[config.mk]
export PLATFORM = sky130hd
export DESIGN_NAME = mmu_fault_capture
export DESIGN_NICKNAME = d
export VERILOG_FILES = /design/src/rtl/mfc_pkg.sv /design/src/rtl/mfc_prio_enc.sv /design/src/rtl/mfc_capture_bank.sv /design/src/rtl/mmu_fault_capture.sv
export SDC_FILE = /design/constraint.sdc
export NUM_CORES = 1
export LEC_CHECK = 0
export BUFFER_PORTS_ARGS = -buffer_cell sky130_fd_sc_hd__buf_2
export CAP_MARGIN = 30
export CORE_AREA = 3 3 86 88
export DETAILED_ROUTE_END_ITERATION = 8
export DIE_AREA = 0 0 89 91
export PLACE_DENSITY_LB_ADDON = 0.3
export SLEW_MARGIN = 15
export SYNTH_ARGS = -nofsm -noshare
export SYNTH_HDL_FRONTEND = slang
export SYNTH_HIERARCHICAL = 1
export SYNTH_SLANG_ARGS = --single-unit
[constraint.sdc]
create_clock -name clk -period 1.7 [get_ports clk]
set_clock_uncertainty 0.2 [all_clocks]
set_input_delay 0.255 -clock clk [delete_from_list [all_inputs] [get_ports clk]]
set_output_delay 0.255 -clock clk [all_outputs]
set_load 0.01 [all_outputs]
[src/rtl/mfc_pkg.sv]
`timescale 1ns/1ps
package mfc_pkg;
  localparam int NSRC = 6;
  localparam int ST_W = 4;

  typedef enum logic [1:0] {
    SEL_DSTAT = 2'd0,
    SEL_DDOM  = 2'd1,
    SEL_DADDR = 2'd2,
    SEL_ISTAT = 2'd3
  } wsel_e;

  typedef struct packed {
    logic            hit;
    logic [ST_W-1:0] code;
    logic            dom_ok;
  } verdict_t;

  // rank 0 highest; q selects page / second-level form
  function automatic logic [ST_W-1:0] code_of(input int rank, input logic q);
    case (rank)
      0:       code_of = 4'b0001;
      1:       code_of = q ? 4'b1110 : 4'b1100;
      2:       code_of = q ? 4'b0111 : 4'b0101;
      3:       code_of = q ? 4'b1011 : 4'b1001;
      4:       code_of = q ? 4'b1111 : 4'b1101;
      5:       code_of = q ? 4'b1010 : 4'b1000;
      default: code_of = '0;
    endcase
  endfunction

  function automatic logic dom_valid_of(input int rank, input logic q);
    case (rank)
      0:       dom_valid_of = 1'b0;
      1, 2:    dom_valid_of = q;
      default: dom_valid_of = 1'b1;
    endcase
  endfunction
endpackage

[src/rtl/mfc_prio_enc.sv]
`timescale 1ns/1ps
module mfc_prio_enc
  import mfc_pkg::*;
#(
  parameter bit FETCH_SIDE = 1'b0
) (
  input  logic [NSRC-1:0] src_i,
  input  logic [NSRC-1:0] qual_i,
  output verdict_t        verdict_o
);
  localparam logic [NSRC-1:0] SRC_MASK =
    FETCH_SIDE ? {{(NSRC-1){1'b1}}, 1'b0} : {NSRC{1'b1}};

  logic [NSRC-1:0] live;
  logic [NSRC-1:0] grant;

  assign live = src_i & SRC_MASK;

  genvar g;
  generate
    for (g = 0; g < NSRC; g++) begin : g_rank
      if (g == 0) begin : g_top
        assign grant[g] = live[g];
      end else begin : g_rest
        assign grant[g] = live[g] & ~(|live[g-1:0]);
      end
    end
  endgenerate

  always_comb begin
    verdict_o = '0;
    for (int i = 0; i < NSRC; i++) begin
      if (grant[i]) begin
        verdict_o.hit    = 1'b1;
        verdict_o.code   = code_of(i, qual_i[i]);
        verdict_o.dom_ok = dom_valid_of(i, qual_i[i]);
      end
    end
  end
endmodule

[src/rtl/mfc_capture_bank.sv]
`timescale 1ns/1ps
module mfc_capture_bank
  import mfc_pkg::*;
#(
  parameter int DOM_W = 4
) (
  input  logic             clk,
  input  logic             rst_n,
  input  logic             load_i,
  input  logic [ST_W-1:0]  code_i,
  input  logic             dom_ok_i,
  input  logic [DOM_W-1:0] dom_i,
  input  logic             wr_stat_i,
  input  logic [ST_W-1:0]  stat_wdata_i,
  input  logic             wr_dom_i,
  input  logic [DOM_W-1:0] dom_wdata_i,
  output logic [ST_W-1:0]  status_o,
  output logic [DOM_W-1:0] dom_o,
  output logic             valid_o
);
  logic [ST_W-1:0]  stat_q, stat_d;
  logic [DOM_W-1:0] dom_q, dom_d;
  logic             valid_q, valid_d;
  logic             stat_en, dom_en, dom_cap;

  always_comb begin
    dom_cap = load_i & dom_ok_i;
    stat_en = load_i | wr_stat_i;
    stat_d  = load_i ? code_i : stat_wdata_i;
    dom_en  = dom_cap | wr_dom_i;
    dom_d   = dom_cap ? dom_i : dom_wdata_i;
    if (load_i)         valid_d = 1'b1;
    else if (wr_stat_i) valid_d = 1'b0;
    else                valid_d = valid_q;
  end

  always_ff @(posedge clk or negedge rst_n) begin
    if (!rst_n) begin
      stat_q  <= '0;
      dom_q   <= '0;
      valid_q <= 1'b0;
    end else begin
      if (stat_en) stat_q <= stat_d;
      if (dom_en)  dom_q  <= dom_d;
      valid_q <= valid_d;
    end
  end

  assign status_o = stat_q;
  assign dom_o    = dom_q;
  assign valid_o  = valid_q;

  assert_hold_status_R8: assert property (@(posedge clk) disable iff (!rst_n)
    (!load_i && !wr_stat_i) |=> $stable(status_o));

  assert_capture_sets_valid_R11: assert property (@(posedge clk) disable iff (!rst_n)
    load_i |=> valid_o);

  assert_dom_hold_R7: assert property (@(posedge clk) disable iff (!rst_n)
    (load_i && !dom_ok_i && !wr_dom_i) |=> $stable(dom_o));
endmodule

[src/rtl/mmu_fault_capture.sv]
`timescale 1ns/1ps
module mmu_fault_capture
  import mfc_pkg::*;
#(
  parameter int DOM_W  = 4,
  parameter int ADDR_W = 32
) (
  input  logic                 clk,
  input  logic                 rst_n,
  input  logic                 abort_strobe,
  input  logic                 is_fetch,
  input  logic [NSRC-1:0]      abort_src,
  input  logic [NSRC-1:0]      abort_qual,
  input  logic [DOM_W-1:0]     abort_domain,
  input  logic [ADDR_W-1:0]    abort_addr,
  input  logic                 wr_en,
  input  logic [1:0]           wr_sel,
  input  logic [ADDR_W-1:0]    wr_data,
  output logic [ST_W-1:0]      d_status,
  output logic [DOM_W-1:0]     d_domain,
  output logic [ADDR_W-1:0]    d_addr,
  output logic                 d_valid,
  output logic [ST_W-1:0]      i_status,
  output logic [DOM_W-1:0]     i_domain,
  output logic                 i_valid
);
  localparam int IDOM_LSB = ST_W;

  // reset: asserted asynchronously, released on a clock edge
  logic [1:0] rst_pipe;
  logic       rst_s_n;

  always_ff @(posedge clk or negedge rst_n) begin
    if (!rst_n) rst_pipe <= 2'b00;
    else        rst_pipe <= {rst_pipe[0], 1'b1};
  end
  assign rst_s_n = rst_pipe[1];

  verdict_t d_verdict, i_verdict;

  mfc_prio_enc #(.FETCH_SIDE(1'b0)) u_enc_data (
    .src_i     (abort_src),
    .qual_i    (abort_qual),
    .verdict_o (d_verdict)
  );

  mfc_prio_enc #(.FETCH_SIDE(1'b1)) u_enc_fetch (
    .src_i     (abort_src),
    .qual_i    (abort_qual),
    .verdict_o (i_verdict)
  );

  logic d_load, i_load;
  logic wr_dstat, wr_ddom, wr_daddr, wr_istat;

  always_comb begin
    d_load   = abort_strobe & ~is_fetch & d_verdict.hit;
    i_load   = abort_strobe &  is_fetch & i_verdict.hit;
    wr_dstat = wr_en & (wr_sel == SEL_DSTAT);
    wr_ddom  = wr_en & (wr_sel == SEL_DDOM);
    wr_daddr = wr_en & (wr_sel == SEL_DADDR);
    wr_istat = wr_en & (wr_sel == SEL_ISTAT);
  end

  mfc_capture_bank #(.DOM_W(DOM_W)) u_bank_data (
    .clk          (clk),
    .rst_n        (rst_s_n),
    .load_i       (d_load),
    .code_i       (d_verdict.code),
    .dom_ok_i     (d_verdict.dom_ok),
    .dom_i        (abort_domain),
    .wr_stat_i    (wr_dstat),
    .stat_wdata_i (wr_data[ST_W-1:0]),
    .wr_dom_i     (wr_ddom),
    .dom_wdata_i  (wr_data[DOM_W-1:0]),
    .status_o     (d_status),
    .dom_o        (d_domain),
    .valid_o      (d_valid)
  );

  mfc_capture_bank #(.DOM_W(DOM_W)) u_bank_fetch (
    .clk          (clk),
    .rst_n        (rst_s_n),
    .load_i       (i_load),
    .code_i       (i_verdict.code),
    .dom_ok_i     (i_verdict.dom_ok),
    .dom_i        (abort_domain),
    .wr_stat_i    (wr_istat),
    .stat_wdata_i (wr_data[ST_W-1:0]),
    .wr_dom_i     (wr_istat),
    .dom_wdata_i  (wr_data[IDOM_LSB +: DOM_W]),
    .status_o     (i_status),
    .dom_o        (i_domain),
    .valid_o      (i_valid)
  );

  // data-side fault address, loaded only by data aborts
  logic [ADDR_W-1:0] addr_q, addr_d;
  logic              addr_en;

  always_comb begin
    addr_en = d_load | wr_daddr;
    addr_d  = d_load ? abort_addr : wr_data;
  end

  always_ff @(posedge clk or negedge rst_s_n) begin
    if (!rst_s_n)     addr_q <= '0;
    else if (addr_en) addr_q <= addr_d;
  end
  assign d_addr = addr_q;

  assert_fetch_keeps_addr_R9: assert property (@(posedge clk) disable iff (!rst_s_n)
    (abort_strobe && is_fetch && !wr_en) |=> ($stable(d_addr) && $stable(d_status) && $stable(d_valid)));

  assert_fetch_align_ignored_R10: assert property (@(posedge clk) disable iff (!rst_s_n)
    (abort_strobe && is_fetch && abort_src == 6'b000001 && !wr_en)
      |=> ($stable(i_status) && $stable(i_valid) && $stable(i_domain)));

  assert_align_code_R2: assert property (@(posedge clk) disable iff (!rst_s_n)
    (abort_strobe && !is_fetch && abort_src[0] && !wr_en)
      |=> (d_status == 4'b0001 && $stable(d_domain)));

  assert_data_capture_R8: assert property (@(posedge clk) disable iff (!rst_s_n)
    (abort_strobe && !is_fetch && (|abort_src) && !wr_en)
      |=> (d_valid && d_addr == $past(abort_addr)));
endmodule

## Word-level counts from Yosys, hierarchy flattened

Cells that the tools add are included.

- Register bits: 52
- Latch bits: 0
- Memory bits (writable): 0
- Memory bits (read-only): 0
- Bits of input ports: 87
- Output and inout bits: 50
- Word-level logic and storage cells: 80
- Memories kept: 0

- $add $sub $neg: 0
- Multiply operators: 0
- Divide/modulo/power cells: 0
- Magnitude comparators: 0
- Eq/ne operators: 3
- Shift operators: 0
- Mux-type cells: 25
- Bitwise logic cells: 34
- Reduce and logical (&&, ||, !) cells: 10

Operators with widths:

| cell | count |
|---|---|
| 2-to-1 mux 6 bit | 11 |
| 2-to-1 mux 32 bit | 1 |
| bitwise AND 1 bit | 19 |
| 2-to-1 mux 4 bit | 4 |
| 2-to-1 mux 2 bit | 5 |
| NOT 1 bit | 10 |
| OR reduction 4 bit | 2 |
| OR reduction 3 bit | 2 |
| bitwise OR 1 bit | 5 |
| OR reduction 5 bit | 1 |
| equality test 2 bit, second input constant | 2 |
| 2-to-1 mux 1 bit | 4 |
| nonzero test 2 bit | 2 |
| OR reduction 2 bit | 2 |
| equality test 2 x 1 -> 1 bit, second input constant | 1 |
| zero test 2 bit | 1 |

## Longest topological paths before layout

- Depth after elaboration: 10
- Depth in mapped cells: 9
- Mapped depth without buffers: 6

## Modules after synthesis

The synthesis kept the hierarchy.

By module, submodules not included:

| module | instances | cells each | area an instance (um2) | sequential area each (um2) |
|---|---|---|---|---|
| mmu_fault_capture | 1 | 185 | 1632.8 | 850.8 |
| mfc_capture_bank | 2 | 39 | 425.4 | 225.2 |
| mfc_prio_enc (u_enc_data) | 1 | 25 | 138.9 | 0.0 |
| mfc_prio_enc (u_enc_fetch) | 1 | 18 | 112.6 | 0.0 |

## Worst setup path after synthesis

OpenSTA, ideal clock, no wires.

- Kind: input port to flip-flop
- From: input abort_src[3]
- To: register u_bank_data.valid_q (netlist: u_bank_data/valid_o)
- Library setup time: 0.118 ns
- Data arrival time: 1.421 ns
- Required time: 1.382 ns
- Setup slack: -0.039 ns
- Stages on the path: 8
- Buffers on the path: 3
- Cells stage by stage: nor3_1 -> nand3b_1 -> nand3b_1 -> buf_2 -> buf_2 -> inv_1 -> buf_6 -> a21o_1

RTL lines:

| item | RTL line | text |
|---|---|---|
| start: declaration | mmu_fault_capture.sv:12 | `input logic [NSRC-1:0] abort_src,` |
| end signal: assignment | mfc_capture_bank.sv:45 | `valid_q <= valid_d;` |
| end: declaration | mfc_capture_bank.sv:23 | `logic valid_q, valid_d;` |

==> impl_metrics.tcl <==
set metrics [dict create \
    synth_flop_cell "dfrtp_1" \
    coreArea_mm2 0.00672 \
    postCtsResizedCells 0 \
    yosysWarnings 6 \
    p_seq_frac 0.470 \
    die_area_mm2 0.00810 \
    clk_pin_slew_ps 90 \
    postCtsSetupBuffers 0 \
    power_density_mw_per_mm2 858 \
    cts_tree "built" \
    avgSynthCellArea_um2 8.94 \
    fin_cells 542 \
    routed_wl_um 7460 \
    setup_viol 0 \
    fin_ws_ps 248 \
    synth_top_cell_area_share 0.476 \
    synth-seq-cells 52 \
    ir_worst_vdd_mv 0.351 \
    vias 2717 \
    slew_viol_final 0 \
    start_util 0.407 \
    pwr-share-comb 0.274 \
    fp-row-count 30 \
    die_w_um 89 \
    path_delay_family "simple AND/OR/NAND/NOR gates" \
    pre_cts_slack_ps -53.1 \
    grt_start_max_net_pins 51 \
    initialDrtViolationCount 103 \
    cpMostUsedCell "nand3b_1" \
    fin_area_mm2 0.00377 \
    layout_min_cycle_time_ps 1450 \
    synth_commonest_cells "nand2_1, dfrtp_1, nor2_1" \
    num_io_pins 137 \
    hpwl_um 5690 \
    power_switching_uw 964 \
    root_buffer "clkbuf_8" \
    antenna_cells 0 \
    cts_inserted_buffers 5 \
    dp.cells 523 \
    synth_cell_type_count 35 \
    cp_slowest_cell "buf_12" \
    wl_per_cell_um 13.8 \
    grt_pass1_vias 2597 \
    grt_setup_unrepaired "no" \
    postLayoutCoreUtil 0.562 \
    ant_nets 0 \
    post-route-period-util 0.854 \
    crit_type "in2reg" \
    crit_path_start_kind "input pin" \
    detailed_place.area_mm2 0.00356 \
    seq_area_frac_synth 0.476 \
    p_clk_frac 0.256 \
    syn_to_final_growth_pct 38.0 \
    syn-num-nets 393 \
    p_leak_uw 0.00187 \
    drive_above_1_share 0.413 \
    drv_cap 0 \
    io_buffers 135 \
    critPathBufInv 2 \
    synth_edf_count 0 \
    yosysMostFrequentCell "nand2_1" \
    track_usage 0.181 \
    internal-power_uw 2280 \
    overflow 0 \
    swShare 0.298 \
    grt_pass1_wl_um 11900 \
    worstPathArrival_ps 1460 \
    antenna_found_initial 0 \
    status "finished clean" \
    crit_fanout 50 \
    hold_viol_final 0 \
    synthTopCellsByArea "dfrtp_1, nand2_1, a31oi_1, mux2i_1, nor2_1" \
    syn_inst 306 \
    cts_sinks 52 \
    insertion_delay_ps 290 \
    nNetsFinal 548 \
    path_cells "buf_2, nor3_2, nand3b_1, nand3b_1, buf_12, nor2_1, a31oi_1" \
    synth_top_cell_by_area "dfrtp_1" \
    routed_via_density 5.01 \
    clock_path_buffers 2 \
    drc 0 \
    endpoint_kind "flop" \
    netlist_area_mm2 0.00274 \
    worstPathRequired_ps 1710 \
    max_stage_delay_ps 250 \
    dr.pass1.iters 4 \
    cts.htree.levels 2 \
    fp.dieH_um 91 \
    fmaxAchievable_ghz 0.689 \
    hold_class "in2reg" \
    holdWs_ps 9.67 \
    async_reset_ff_frac 1.00 \
    gp_congestion 0.870 \
]
## layer usage
| layer | GRT usage | vias to the layer above | routed length [um] |
|---|---|---|---|
| met3 | 0.0327 | 6 | 449 |
| met1 | 0.228 | 1277 | 3100 |
| met4 | 0.0409 | 0 | 60 |
| met2 | 0.319 | 81 | 3860 |
| li1 | - | 1353 | - |
| met5 | 0 | - | 0 |
## flip-flops by register name (all words and copies together) (netlist names)
register               cells
u_bank_data/status_o       4
u_bank_data/valid_o        1
u_bank_fetch/status_o      4
u_bank_fetch/dom_o         4
u_bank_fetch/valid_o       1
u_bank_data/dom_o          4
d_addr                    32
rst_pipe                   2
## final cells by class
cell class,instances,area [um^2]
Clock buffer,6,72.6
Clock inverter,2,35.0
Fill cell,620,2950
Inverter,6,22.5
Multi-Input combinational cell,228,1250
Sequential cell,52,1300
Tap cell,80,100
Timing Repair Buffer,168,988
## power by group through the flow
stage / sequential [uW] / clock [uW] / combinational (uW)
finish: 1520 / 828 / 888
global route: 1550 / 896 / 995
detailed placement: 1550 / 0 / 878
global placement: 1540 / 0 / 856
CTS: 1530 / 858 / 899
floorplan: 1660 / 0 / 331
## final timing paths
| check | from | depth (start not counted) | end | slack, ps |
|---|---|---|---|---|
| setup / recovery | abort_src[3] | 7 | d_addr[14] | 250 |
| hold / removal | wr_data[21] | 3 | d_addr[21] | 10 |
| hold reg to reg | rst_pipe[1] | 1 | u_bank_data/dom_o[0] | 50 |
| min in group asynchronous | rst_pipe[1] | 1 | u_bank_data/dom_o[0] | 50 |
| max in group asynchronous | rst_pipe[1] | 1 | d_addr[0] | 1020 |
| setup reg to reg | u_bank_data/dom_o[3] | 2 | u_bank_data/dom_o[3] | 750 |
## cell families (layout without fill, tap and decap cells)
| kind of cell | count (synthesis) | in the layout | share of synthesized area |
|---|---|---|---|
| flops | 52 | 52 | 0.476 |
| other cells | 1 | 1 | 0.00137 |
| compound gates | 63 | 63 | 0.140 |
| simple gates | 145 | 145 | 0.243 |
| mux | 19 | 19 | 0.0718 |
| buf+inv | 26 | 182 | 0.0682 |
## repair_timing
| item | in CTS | in global routing |
|---|---|---|
| hold buffers | 11 | 0 |
| setup endpoints to repair | 0 | 0 |
| endpoints found under the hold margin | 12 | 0 |
## per-stage QoR
step	total power (uW)	setup TNS [ps]
detailed placement	2430	-364
global placement	2400	0
CTS	3280	0
finish	3240	0
floorplan	1990	0
global route	3440	0
## layout by cell type, fill, tap and decap left out, types with 4 or more instances in the layout
| master | instances |
|---|---|
| buf_2 | 135 |
| nand3_1 | 11 |
| dlygate4sd3_1 | 11 |
| mux2i_1 | 17 |
| o21ai_0 | 4 |
| buf_4 | 19 |
| nand2_1 | 54 |
| a31oi_1 | 32 |
| clkbuf_8 | 5 |
| nor2_1 | 41 |
| inv_1 | 6 |
| dfrtp_1 | 51 |
| nand2_2 | 20 |
| o21ai_1 | 17 |
| nor3_1 | 4 |
## worst min-delay path, stage by stage
cell	delay (ps)
buf_2	100
nand2_2	40
a31oi_1	70
Power figures use the tool's default switching activity.
